--- src/rtl/mw_pkg.sv ---
package mw_pkg;
    localparam int HDR_W   = 3;
    localparam int A16_W   = 10;
    localparam int A8_W    = 11;
    localparam int D16_W   = 16;
    localparam int D8_W    = 8;
    localparam int FRAME_W = HDR_W + A16_W + D16_W;
    localparam int BITS_W  = $clog2(FRAME_W + 1);

    typedef enum logic [2:0] {
        OP_READ  = 3'd0,
        OP_WRITE = 3'd1,
        OP_ERASE = 3'd2,
        OP_ERAL  = 3'd3,
        OP_WRAL  = 3'd4,
        OP_EWEN  = 3'd5,
        OP_EWDS  = 3'd6
    } mw_op_e;

    typedef enum logic [2:0] {
        S_IDLE, S_LEAD, S_LO, S_HI, S_GAP, S_POLL
    } mw_state_e;
endpackage

--- src/rtl/mw_frame_gen.sv ---
module mw_frame_gen
    import mw_pkg::*;
(
    input  mw_op_e                   op,
    input  logic                     x16,
    input  logic [A8_W-1:0]          addr,
    input  logic [D16_W-1:0]         wdata,
    output logic [FRAME_W-1:0]       frame,
    output logic [BITS_W-1:0]        nbits,
    output logic                     needs_poll,
    output logic                     is_read
);
    logic [1:0]       opc;
    logic [1:0]       sel;
    logic             has_data;
    logic [A16_W-1:0] a16;
    logic [A8_W-1:0]  a8;

    always_comb begin
        opc        = 2'b00;
        sel        = 2'b00;
        has_data   = 1'b0;
        needs_poll = 1'b0;
        is_read    = 1'b0;
        case (op)
            OP_READ:  begin opc = 2'b10; is_read = 1'b1; end
            OP_WRITE: begin opc = 2'b01; has_data = 1'b1; needs_poll = 1'b1; end
            OP_ERASE: begin opc = 2'b11; needs_poll = 1'b1; end
            OP_ERAL:  begin sel = 2'b10; needs_poll = 1'b1; end
            OP_WRAL:  begin sel = 2'b01; has_data = 1'b1; needs_poll = 1'b1; end
            OP_EWEN:  sel = 2'b11;
            default:  sel = 2'b00;
        endcase
        // opcode 00 borrows the two top address bits as a sub-command
        a16 = (opc == 2'b00) ? {sel, {(A16_W-2){1'b0}}} : addr[A16_W-1:0];
        a8  = (opc == 2'b00) ? {sel, {(A8_W-2){1'b0}}}  : addr;
        if (x16) begin
            frame = {1'b1, opc, a16, wdata};
            nbits = BITS_W'(has_data ? HDR_W + A16_W + D16_W : HDR_W + A16_W);
        end else begin
            frame = {1'b1, opc, a8, wdata[D8_W-1:0], {(FRAME_W-HDR_W-A8_W-D8_W){1'b0}}};
            nbits = BITS_W'(has_data ? HDR_W + A8_W + D8_W : HDR_W + A8_W);
        end
    end
endmodule

--- src/rtl/mw_rd_collect.sv ---
module mw_rd_collect
    import mw_pkg::*;
(
    input  logic             clk,
    input  logic             rst_n,
    input  logic             cap,
    input  logic             last,
    input  logic             din,
    input  logic             x16,
    output logic [D16_W-1:0] rd_data,
    output logic             rd_valid
);
    typedef struct packed {
        logic [D16_W-1:0] sh;
        logic [D16_W-1:0] data;
        logic             vld;
    } col_t;

    col_t q, d;
    logic [D16_W-1:0] nxt;

    always_comb begin
        d     = q;
        d.vld = 1'b0;
        nxt   = {q.sh[D16_W-2:0], din};
        if (cap) begin
            d.sh = nxt;
            if (last) begin
                d.data = x16 ? nxt : {{(D16_W-D8_W){1'b0}}, nxt[D8_W-1:0]};
                d.vld  = 1'b1;
                d.sh   = '0;
            end
        end
    end

    always_ff @(posedge clk) begin
        if (!rst_n) q <= '0;
        else        q <= d;
    end

    assign rd_data  = q.data;
    assign rd_valid = q.vld;

    // a word needs several serial clocks, so the strobe never lasts two cycles
    assert_valid_pulse_R6: assert property (@(posedge clk) disable iff (!rst_n)
        rd_valid |=> !rd_valid);
endmodule

--- src/rtl/mw_eeprom_host.sv ---
module mw_eeprom_host
    import mw_pkg::*;
#(
    parameter int CLK_LO_CYC = 3,
    parameter int CLK_HI_CYC = 3,
    parameter int CSS_CYC    = 2,
    parameter int CSL_CYC    = 4,
    parameter int SMP_DLY    = 1,
    parameter int POLL_LIMIT = 20000,
    parameter int CNT_W      = 8
) (
    input  logic             clk,
    input  logic             rst_n,
    input  logic             req_valid,
    input  logic [2:0]       req_op,
    input  logic [10:0]      req_addr,
    input  logic [15:0]      req_wdata,
    input  logic [CNT_W-1:0] req_cnt,
    input  logic             req_x16,
    output logic             req_ready,
    output logic [15:0]      rd_data,
    output logic             rd_valid,
    output logic             done,
    output logic             err,
    output logic             ew_cs,
    output logic             ew_sk,
    output logic             ew_di,
    input  logic             ew_do
);
    localparam int M1     = (CLK_LO_CYC > CLK_HI_CYC) ? CLK_LO_CYC : CLK_HI_CYC;
    localparam int M2     = (CSS_CYC > CSL_CYC) ? CSS_CYC : CSL_CYC;
    localparam int TMR_W  = $clog2(((M1 > M2) ? M1 : M2) + 1);
    localparam int POLL_W = $clog2(POLL_LIMIT + 1);

    typedef struct packed {
        mw_state_e          st;
        logic               cs;
        logic               sk;
        logic               di;
        logic [TMR_W-1:0]   tmr;
        logic [FRAME_W-1:0] sh;
        logic [BITS_W-1:0]  cmd_left;
        logic [4:0]         rbit;
        logic [CNT_W-1:0]   words;
        logic               x16;
        logic               rd;
        logic               poll_pend;
        logic               fail;
        logic               done;
        logic               err;
        logic [POLL_W-1:0]  pcnt;
    } ctl_t;

    ctl_t q, d;
    logic [FRAME_W-1:0] fg_frame;
    logic [BITS_W-1:0]  fg_nbits;
    logic               fg_poll, fg_read;
    logic               cap, cap_last;

    mw_frame_gen i_frame (
        .op(mw_op_e'(req_op)), .x16(req_x16), .addr(req_addr), .wdata(req_wdata),
        .frame(fg_frame), .nbits(fg_nbits), .needs_poll(fg_poll), .is_read(fg_read)
    );

    always_comb begin
        d        = q;
        d.done   = 1'b0;
        d.err    = 1'b0;
        d.tmr    = q.tmr + 1'b1;
        cap      = 1'b0;
        cap_last = 1'b0;
        case (q.st)
            S_IDLE: begin
                d.tmr = '0;
                if (req_valid) begin
                    d.sh        = fg_frame;
                    d.cmd_left  = fg_nbits;
                    d.x16       = req_x16;
                    d.rd        = fg_read;
                    d.poll_pend = fg_poll;
                    d.words     = (req_cnt == '0) ? CNT_W'(1) : req_cnt;
                    d.fail      = 1'b0;
                    d.cs        = 1'b1;
                    d.st        = S_LEAD;
                end
            end
            S_LEAD: if (q.tmr == TMR_W'(CSS_CYC - 1)) begin
                d.tmr = '0;
                d.di  = q.sh[FRAME_W-1];
                d.st  = S_LO;
            end
            S_LO: if (q.tmr == TMR_W'(CLK_LO_CYC - 1)) begin
                d.tmr = '0;
                d.sk  = 1'b1;
                d.st  = S_HI;
            end
            S_HI: begin
                // command clocks (incl. the dummy-zero clock) are never captured
                if (q.tmr == TMR_W'(SMP_DLY) && q.cmd_left == '0) begin
                    cap      = 1'b1;
                    cap_last = (q.rbit == 5'd1);
                end
                if (q.tmr == TMR_W'(CLK_HI_CYC - 1)) begin
                    d.tmr = '0;
                    d.sk  = 1'b0;
                    d.st  = S_LO;
                    if (q.cmd_left > BITS_W'(1)) begin
                        d.cmd_left = q.cmd_left - 1'b1;
                        d.sh       = q.sh << 1;
                        d.di       = d.sh[FRAME_W-1];
                    end else if (q.cmd_left == BITS_W'(1)) begin
                        d.cmd_left = '0;
                        d.di       = 1'b0;
                        d.rbit     = q.x16 ? 5'd16 : 5'd8;
                        if (!q.rd) begin
                            d.cs = 1'b0;
                            d.st = S_GAP;
                        end
                    end else if (q.rbit > 5'd1) begin
                        d.rbit = q.rbit - 1'b1;
                    end else if (q.words > CNT_W'(1)) begin
                        d.words = q.words - 1'b1;
                        d.rbit  = q.x16 ? 5'd16 : 5'd8;
                    end else begin
                        d.cs = 1'b0;
                        d.st = S_GAP;
                    end
                end
            end
            S_GAP: if (q.tmr == TMR_W'(CSL_CYC - 1)) begin
                d.tmr = '0;
                if (q.poll_pend) begin
                    d.poll_pend = 1'b0;
                    d.pcnt      = '0;
                    d.cs        = 1'b1;
                    d.st        = S_POLL;
                end else begin
                    d.done = 1'b1;
                    d.err  = q.fail;
                    d.fail = 1'b0;
                    d.st   = S_IDLE;
                end
            end
            S_POLL: begin
                d.pcnt = q.pcnt + 1'b1;
                if (q.tmr == TMR_W'(CSS_CYC - 1)) begin
                    d.tmr = q.tmr;
                    if (ew_do) begin
                        // one start bit clears the status from the data line
                        d.sh       = {1'b1, {(FRAME_W-1){1'b0}}};
                        d.cmd_left = BITS_W'(1);
                        d.rd       = 1'b0;
                        d.di       = 1'b1;
                        d.tmr      = '0;
                        d.st       = S_LO;
                    end else if (q.pcnt >= POLL_W'(POLL_LIMIT - 1)) begin
                        d.fail = 1'b1;
                        d.cs   = 1'b0;
                        d.tmr  = '0;
                        d.st   = S_GAP;
                    end
                end
            end
            default: d.st = S_IDLE;
        endcase
    end

    always_ff @(posedge clk) begin
        if (!rst_n) q <= '{st: S_IDLE, default: '0};
        else        q <= d;
    end

    mw_rd_collect i_collect (
        .clk(clk), .rst_n(rst_n), .cap(cap), .last(cap_last), .din(ew_do),
        .x16(q.x16), .rd_data(rd_data), .rd_valid(rd_valid)
    );

    assign req_ready = (q.st == S_IDLE);
    assign done      = q.done;
    assign err       = q.err;
    assign ew_cs     = q.cs;
    assign ew_sk     = q.sk;
    assign ew_di     = q.di;

    // checker state: chip-select low run length, saturating
    logic [TMR_W-1:0] lowcnt_q;
    always_ff @(posedge clk) begin
        if (!rst_n)                              lowcnt_q <= TMR_W'(CSL_CYC);
        else if (ew_cs)                          lowcnt_q <= '0;
        else if (lowcnt_q < TMR_W'(CSL_CYC))     lowcnt_q <= lowcnt_q + 1'b1;
    end

    assert_idle_quiet_R1: assert property (@(posedge clk) disable iff (!rst_n)
        req_ready |-> (!ew_cs && !ew_sk && !ew_di));
    assert_cs_rise_sk_low_R4: assert property (@(posedge clk) disable iff (!rst_n)
        $rose(ew_cs) |-> !ew_sk);
    assert_no_sk_when_deselected_R4: assert property (@(posedge clk) disable iff (!rst_n)
        !ew_cs |-> !ew_sk);
    assert_di_hold_R4: assert property (@(posedge clk) disable iff (!rst_n)
        (ew_sk && $past(ew_sk)) |-> $stable(ew_di));
    assert_cs_low_min_R5: assert property (@(posedge clk) disable iff (!rst_n)
        $rose(ew_cs) |-> (lowcnt_q >= TMR_W'(CSL_CYC)));
    assert_err_with_done_R10: assert property (@(posedge clk) disable iff (!rst_n)
        err |-> done);
    assert_done_deselected_R8: assert property (@(posedge clk) disable iff (!rst_n)
        done |-> !ew_cs);
endmodule

--- config.mk ---
export PLATFORM = sky130hd
export DESIGN_NAME = mw_eeprom_host
export DESIGN_NICKNAME = d
export VERILOG_FILES = /design/src/rtl/mw_pkg.sv /design/src/rtl/mw_frame_gen.sv /design/src/rtl/mw_rd_collect.sv /design/src/rtl/mw_eeprom_host.sv
export SDC_FILE = /design/constraint.sdc
export NUM_CORES = 1
export LEC_CHECK = 0
export ABC_AREA = 1
export BUFFER_PORTS_ARGS = -buffer_cell sky130_fd_sc_hd__clkbuf_2
export CAP_MARGIN = 10
export CORE_UTILIZATION = 30
export CTS_CLUSTER_DIAMETER = 40
export DETAILED_ROUTE_END_ITERATION = 16
export HOLD_SLACK_MARGIN = 0.03
export SLEW_MARGIN = 0
export SYNTH_ARGS = -nofsm -noshare
export SYNTH_HDL_FRONTEND = slang
export SYNTH_SLANG_ARGS = --single-unit
--- constraint.sdc ---
create_clock -name clk -period 3.45 [get_ports clk]
set_input_delay 0.5175 -clock clk [delete_from_list [all_inputs] [get_ports clk]]
set_output_delay 0.5175 -clock clk [all_outputs]
set_load 0.02 [all_outputs]
## Word level (Yosys, flattened, before mapping)

Index checks and enable logic that the tools add are counted.

| operators by class | value |
|---|---|
| add/sub/neg operators | 5 |
| $lt $le $gt $ge | 4 |
| equal/unequal tests | 37 |
| multiplexer cells | 76 |
| bitwise operators | 4 |
| reduce and logical (&&, ||, !) cells | 35 |

Operators by type and width:

| operator | count |
|---|---|
| $pmux 34 s3 | 1 |
| $mux 34 | 2 |
| $mux 56 | 1 |
| $mux 4 | 10 |
| $mux 5 | 8 |
| $mux 38 | 1 |
| $pmux 3 s6 | 2 |
| $mux 32 | 1 |
| $ne 2x2->1 const B | 16 |
| $pmux 15 s2 | 1 |
| $mux 29 | 1 |
| $mux 3 | 9 |
| $mux 13 | 2 |
| $mux 26 | 1 |
| $mux 8 | 3 |
| $reduce_and 7->1 | 3 |
| $mux 19 | 1 |
| $eq 3x2->1 const B | 6 |
| $mux 1 | 18 |
| $reduce_and 6->1 | 3 |
| $mux 16 | 1 |
| $pmux 8 s2 | 1 |
| $add 15x1->15 const B | 1 |
| $ge 15x15->1 const B | 1 |
| 33 further kinds | 67 |

| word-level totals | value |
|---|---|
| bits in registers | 109 |
| input port bits | 43 |
| output and inout bits | 23 |

## Longest topological paths before layout

| depth | value |
|---|---|
| depth after elaboration | 7 |
| gate-level depth with buffers | 14 |

## Modules after synthesis

A second synthesis with hierarchy kept.

| unflattened totals | value |
|---|---|
| cells, all modules | 931 |
| area total of the unflattened synthesis | 6,190.9 sq um |

Modules (own cells, without submodules):

| module | instances | cells each | area each (sq um) | seq. area each (sq um) |
|---|---|---|---|---|
| mw_eeprom_host | 1 | 675 | 4,483.0 | 1,541.5 |
| mw_rd_collect | 1 | 158 | 1,234.9 | 640.6 |
| mw_frame_gen | 1 | 98 | 473.0 | 0.0 |

## Worst setup path after synthesis

Ideal clock, no wire load.

| timing | value |
|---|---|
| kind | input-to-reg |
| start point | input req_x16 |
| end point | register q[53] in the netlist's numbering |
| library setup time | 65 ps |
| arrival time | 1,573 ps |
| data required time | 3,385 ps |
| setup slack | 1,813 ps |
| stages on the path | 8 |
| path buffers | 2 |
| cell sequence | clkbuf_1 -> inv_1 -> nor2_1 -> buf_2 -> nand2_1 -> nand3_1 -> o21ai_0 -> nor2_1 |

| between the ends | value |
|---|---|
| longest elaborated chain between the ends | 3 |

Ends and longest elaborated chain:

| item | line | source |
|---|---|---|
| start: declaration | mw_eeprom_host.sv:19 | `input logic req_x16,` |
| $mux 26 | mw_frame_gen.sv:37 | `if (x16) begin` |
| $mux 34 | mw_eeprom_host.sv:75 | `if (req_valid) begin` |
| $pmux 34 s3 | mw_eeprom_host.sv:72 | `case (q.st)` |
| end signal: assignment | mw_eeprom_host.sv:169 | `if (!rst_n) q <= '{st: S_IDLE, default: '0};` |
| end signal: assignment | mw_eeprom_host.sv:170 | `else q <= d;` |
| end: declaration | mw_eeprom_host.sv:54 | `ctl_t q, d;` |

No other way between the ends. The select of a mux whose other input is x is not followed.
A chain may end at the register's enable or synchronous reset.

## Worst setup path after layout

| timing | value |
|---|---|
| start point | register q[76] in the netlist's numbering |
| end point | register q[56] in the netlist's numbering |

| between the ends | value |
|---|---|
| longest elaborated chain between the ends | 3 |

Ends and longest elaborated chain:

| item | line |
|---|---|
| $eq 3x2->1, or another cell as far along | mw_eeprom_host.sv:72 |
| $ne 2x2->1 (no source line) or $reduce_bool 3->1 (tied branches) | n/a |
| $reduce_and 6->1 (no source line) | n/a |

Parallel ways exist; a longest one is shown, timed or not.

==> results.cfg <==
[synthesis]
synth_top_area_share_pct = 36.83
synth.most_common_cell = nand2_1
synthArstFlopShare_pct = 0
yosysUniqueCellTypes = 45
synth_top_area_cell = dfxtp_1
synth_top_family_by_area = simple AND/OR/NAND/NOR gates
netlist_top_cells_area = dfxtp_1 37%, nand2_1 11%, nor2_1 8.4%
synth-simple-area-share_pct = 30.73
ys_ff_latch = 109
synth.area.mux_share_pct = 0
synth_edf_count = 0
ys.warnings.count = 0
seq_area_frac_synth_pct = 36.83
synth_common_cells = 167 x nand2_1, 132 x nor2_1, 109 x dfxtp_1, 106 x inv_1, 72 x a21oi_1
synth.avg_cell_area_um2 = 6.657
syn_area_um2 = 5924
ys.flop_type = dfxtp_1
synth_fa_ha_area_share_pct = 2.746
mappedNetlistNets = 946
synthXorXnorAreaFrac_pct = 1.626
synth_cells = 890
synth_compound_area_share_pct = 17.97

[layout]
diodes = 0
nFillCells = 2159
layout.nets = 995
final_layout_size_suffix_gt1_share_pct = 11.97
regArea_um2 = 2182
stdcell_area_um2 = 6743
areaGrowthSynthToFinish_pct = 13.81
multiInputGateArea_um2 = 3144

[timing]
tns_ns = 0
worst_slack_ns = 0.7900
hold_violations = 0
worst_clock_skew_ns = 0.01089
setup_viol = 0
worst_pin_slew_ns = 0.8050
maxSlewHeadroom_pct = 46.27
period_needed_ns = 2.660
drv_slew = 0
min_period_over_period_pct = 77.10
rsz0062_at_grt = no
fmax_mhz = 375.9

[pwr]
switching_power_mw = 2.208
irDropWorstVdd_uv = 406.9
pwr-share-comb_pct = 45.1
p_clk_share_pct = 20.1
swShare_pct = 44.15
intPower_mw = 2.793
finalPower_mw = 5.001
p_per_area_nw_per_um2 = 741.7
p_leak_nw = 2.961
power.sequential.fraction_pct = 34.9

[worst_hold_path]
hold_class = input pin to flop
min_from = req_wdata[0]

[grt]
gr-total-overflow = 0
antenna_found_initial = 0
grt_pass1_wl_mm = 24.74
grt_max_degree = 42
grt_pass1_vias = 5091
grt.total_usage_pct = 15.37

[flow_run]
cap_violations = 0

[setup_path]
cp.arrival_ns = 2.91
cp_data_required_time_ns = 3.70
path_buf_inv = 3
rr_startpoint = q[76]$_SDFFE_PN0P_
path_max_fanout = 33
cpMostUsedCell = nand2_1
path_delay_family = simple AND/OR/NAND/NOR gates
cp-startpoint = q[76]$_SDFFE_PN0P_
cp_slowest_cell = dfxtp_1
crit_path_cell_trace = nand3_4 > nand2_1 > inv_2 > nand2_1 > nand3_2 > buf_4 > inv_2 > nand3_1 > nand2_1 > nor2_1
crit_type = flop to flop
crit_path_start_kind = flop
critPathMaxStageDelay_ns = 0.59
end_kind = flop

[cts]
htreeDepth = 3
cts_resized = 0
clkTransAtPathRegs_ns = 0.08
ctsHoldBuffers = 0
cts_tree = yes
post_cts_buffers = 0
root_buffer = clkbuf_16
cts.path.max_buffers = 2
cts.sinks = 109
cts_buffers = 9
clk_latency_ns = 0.36

[detailed_routing]
vias = 5756
wire_per_inst_um = 12.54
drt_iter0_markers = 358
drcViolationCount = 0
wl_mm = 15.16
via_per_inst = 4.761
drt_first_pass_iters = 5
postRouteAntennaNets = 0

[floorplanning]
placementRows = 51
die_area_um2 = 20310
core-area_um2 = 19400
ios = 66
die_h_um = 142.5
die_x_um = 142.5
start_util_pct = 30.54

[place]
gp_congestion = 0.8676
numPortBuffers = 65
dpl.hpwl_mm = 10.95
dpl-instance-area_um2 = 6464
dp_slack_ns = 0.8573

[outcome]
status = finished clean
==> power groups by stage <==
stage / combinational [mW] / clock (mW) / sequential (mW)
after floorplan: 1.88 / 0 / 1.70
after global placement: 2.23 / 0 / 1.76
after detailed placement: 2.24 / 0 / 1.77
after CTS: 2.25 / 1.03 / 1.74
after global routing: 2.57 / 1.09 / 1.78
final: 2.25 / 1.00 / 1.74
==> sequential cells by signal, summed over array words and instances, names as in the netlist <==
register	count
done	1
err	1
ew_cs	1
ew_di	1
ew_sk	1
i_collect.nxt	15
i_collect.rd_data	16
i_collect.rd_valid	1
q	72
==> kinds of logic (layout without fill, tap and decap cells) <==
| family | after synthesis | in the layout |
|---|---|---|
| buffers and inverters | 148 | 202 |
| xor gates and xnor gates | 11 | 11 |
| and+or+nand+nor | 419 | 419 |
| AOI/OAI and AO/OA | 190 | 190 |
| DFF | 109 | 109 |
| adders and majority gates | 13 | 13 |
==> worst paths after layout <==
kind                         to  slack, ns  cells after the start
min reg2reg  q[65]$_SDFFE_PN0P_       0.46                      2
min          q[39]$_SDFFE_PN0P_       0.41                      3
max reg2reg  q[56]$_SDFFE_PN0P_       0.79                     10
max          q[56]$_SDFFE_PN0P_       0.79                     10
==> area by class of cell <==
cell class / instances / share of cell area, %
Clock inverter: 5 / 0.6866
Timing Repair Buffer: 72 / 5.604
Clock buffer: 11 / 3.451
Sequential cell: 109 / 32.36
Multi-Input combinational cell: 633 / 46.63
Tap cell: 265 / 4.917
Inverter: 114 / 6.346
==> worst reg2reg max path: cells and delay by family, from the launching register on <==
| kind | cells | cell delay, ns |
|---|---|---|
| simple gates | 7 | 1.13 |
| flops | 1 | 0.59 |
| buf+inv | 3 | 0.82 |
==> metal layers <==
metal / track usage, % / part of all wire, % / vias up / routed length, um
met5: 0 / 0 / - / 0
met4: 4.244 / 1.3 / 0 / 197
met3: 3.634 / 5.0 / 15 / 751
met2: 23.92 / 44 / 129 / 6708
met1: 21.04 / 49 / 2602 / 7500
li1: - / - / 3010 / -
==> placed cells by master (no fill, tap or decap), drive strengths merged, types with 2 or more instances in the layout <==
master  netlist  routed
nand2       169     169
nor2        138     138
inv         114     115
dfxtp       109     109
clkbuf       13      76
a21oi        72      72
o21ai        71      71
nand3        69      69
nor3         24      24
o22ai        13      13
ha           13      13
a22oi         9       9
nand4         9       9
xor2          8       8
a211oi        8       8
buf          21       7
nand3b        4       4
o21a          4       4
clkinv        0       4
xnor2         3       3
or2           2       2
o31ai         2       2
a32oi         2       2
o21bai        2       2
nor4          2       2
==> through the flow <==
| stage | cells | hold slack [ns] | util, % |
|---|---|---|---|
| final | 1209 | 0.4083 | 34.76 |
| after global routing | 1209 | 0.4257 | 34.76 |
| after CTS | 1209 | 0.3992 | 34.76 |
| after detailed placement | 1193 | 0.4413 | 33.32 |
| after global placement | 1193 | 0.4321 | 33.32 |
| after floorplan | 890 | 0.4235 | - |
(Power assumes the default switching activity.)
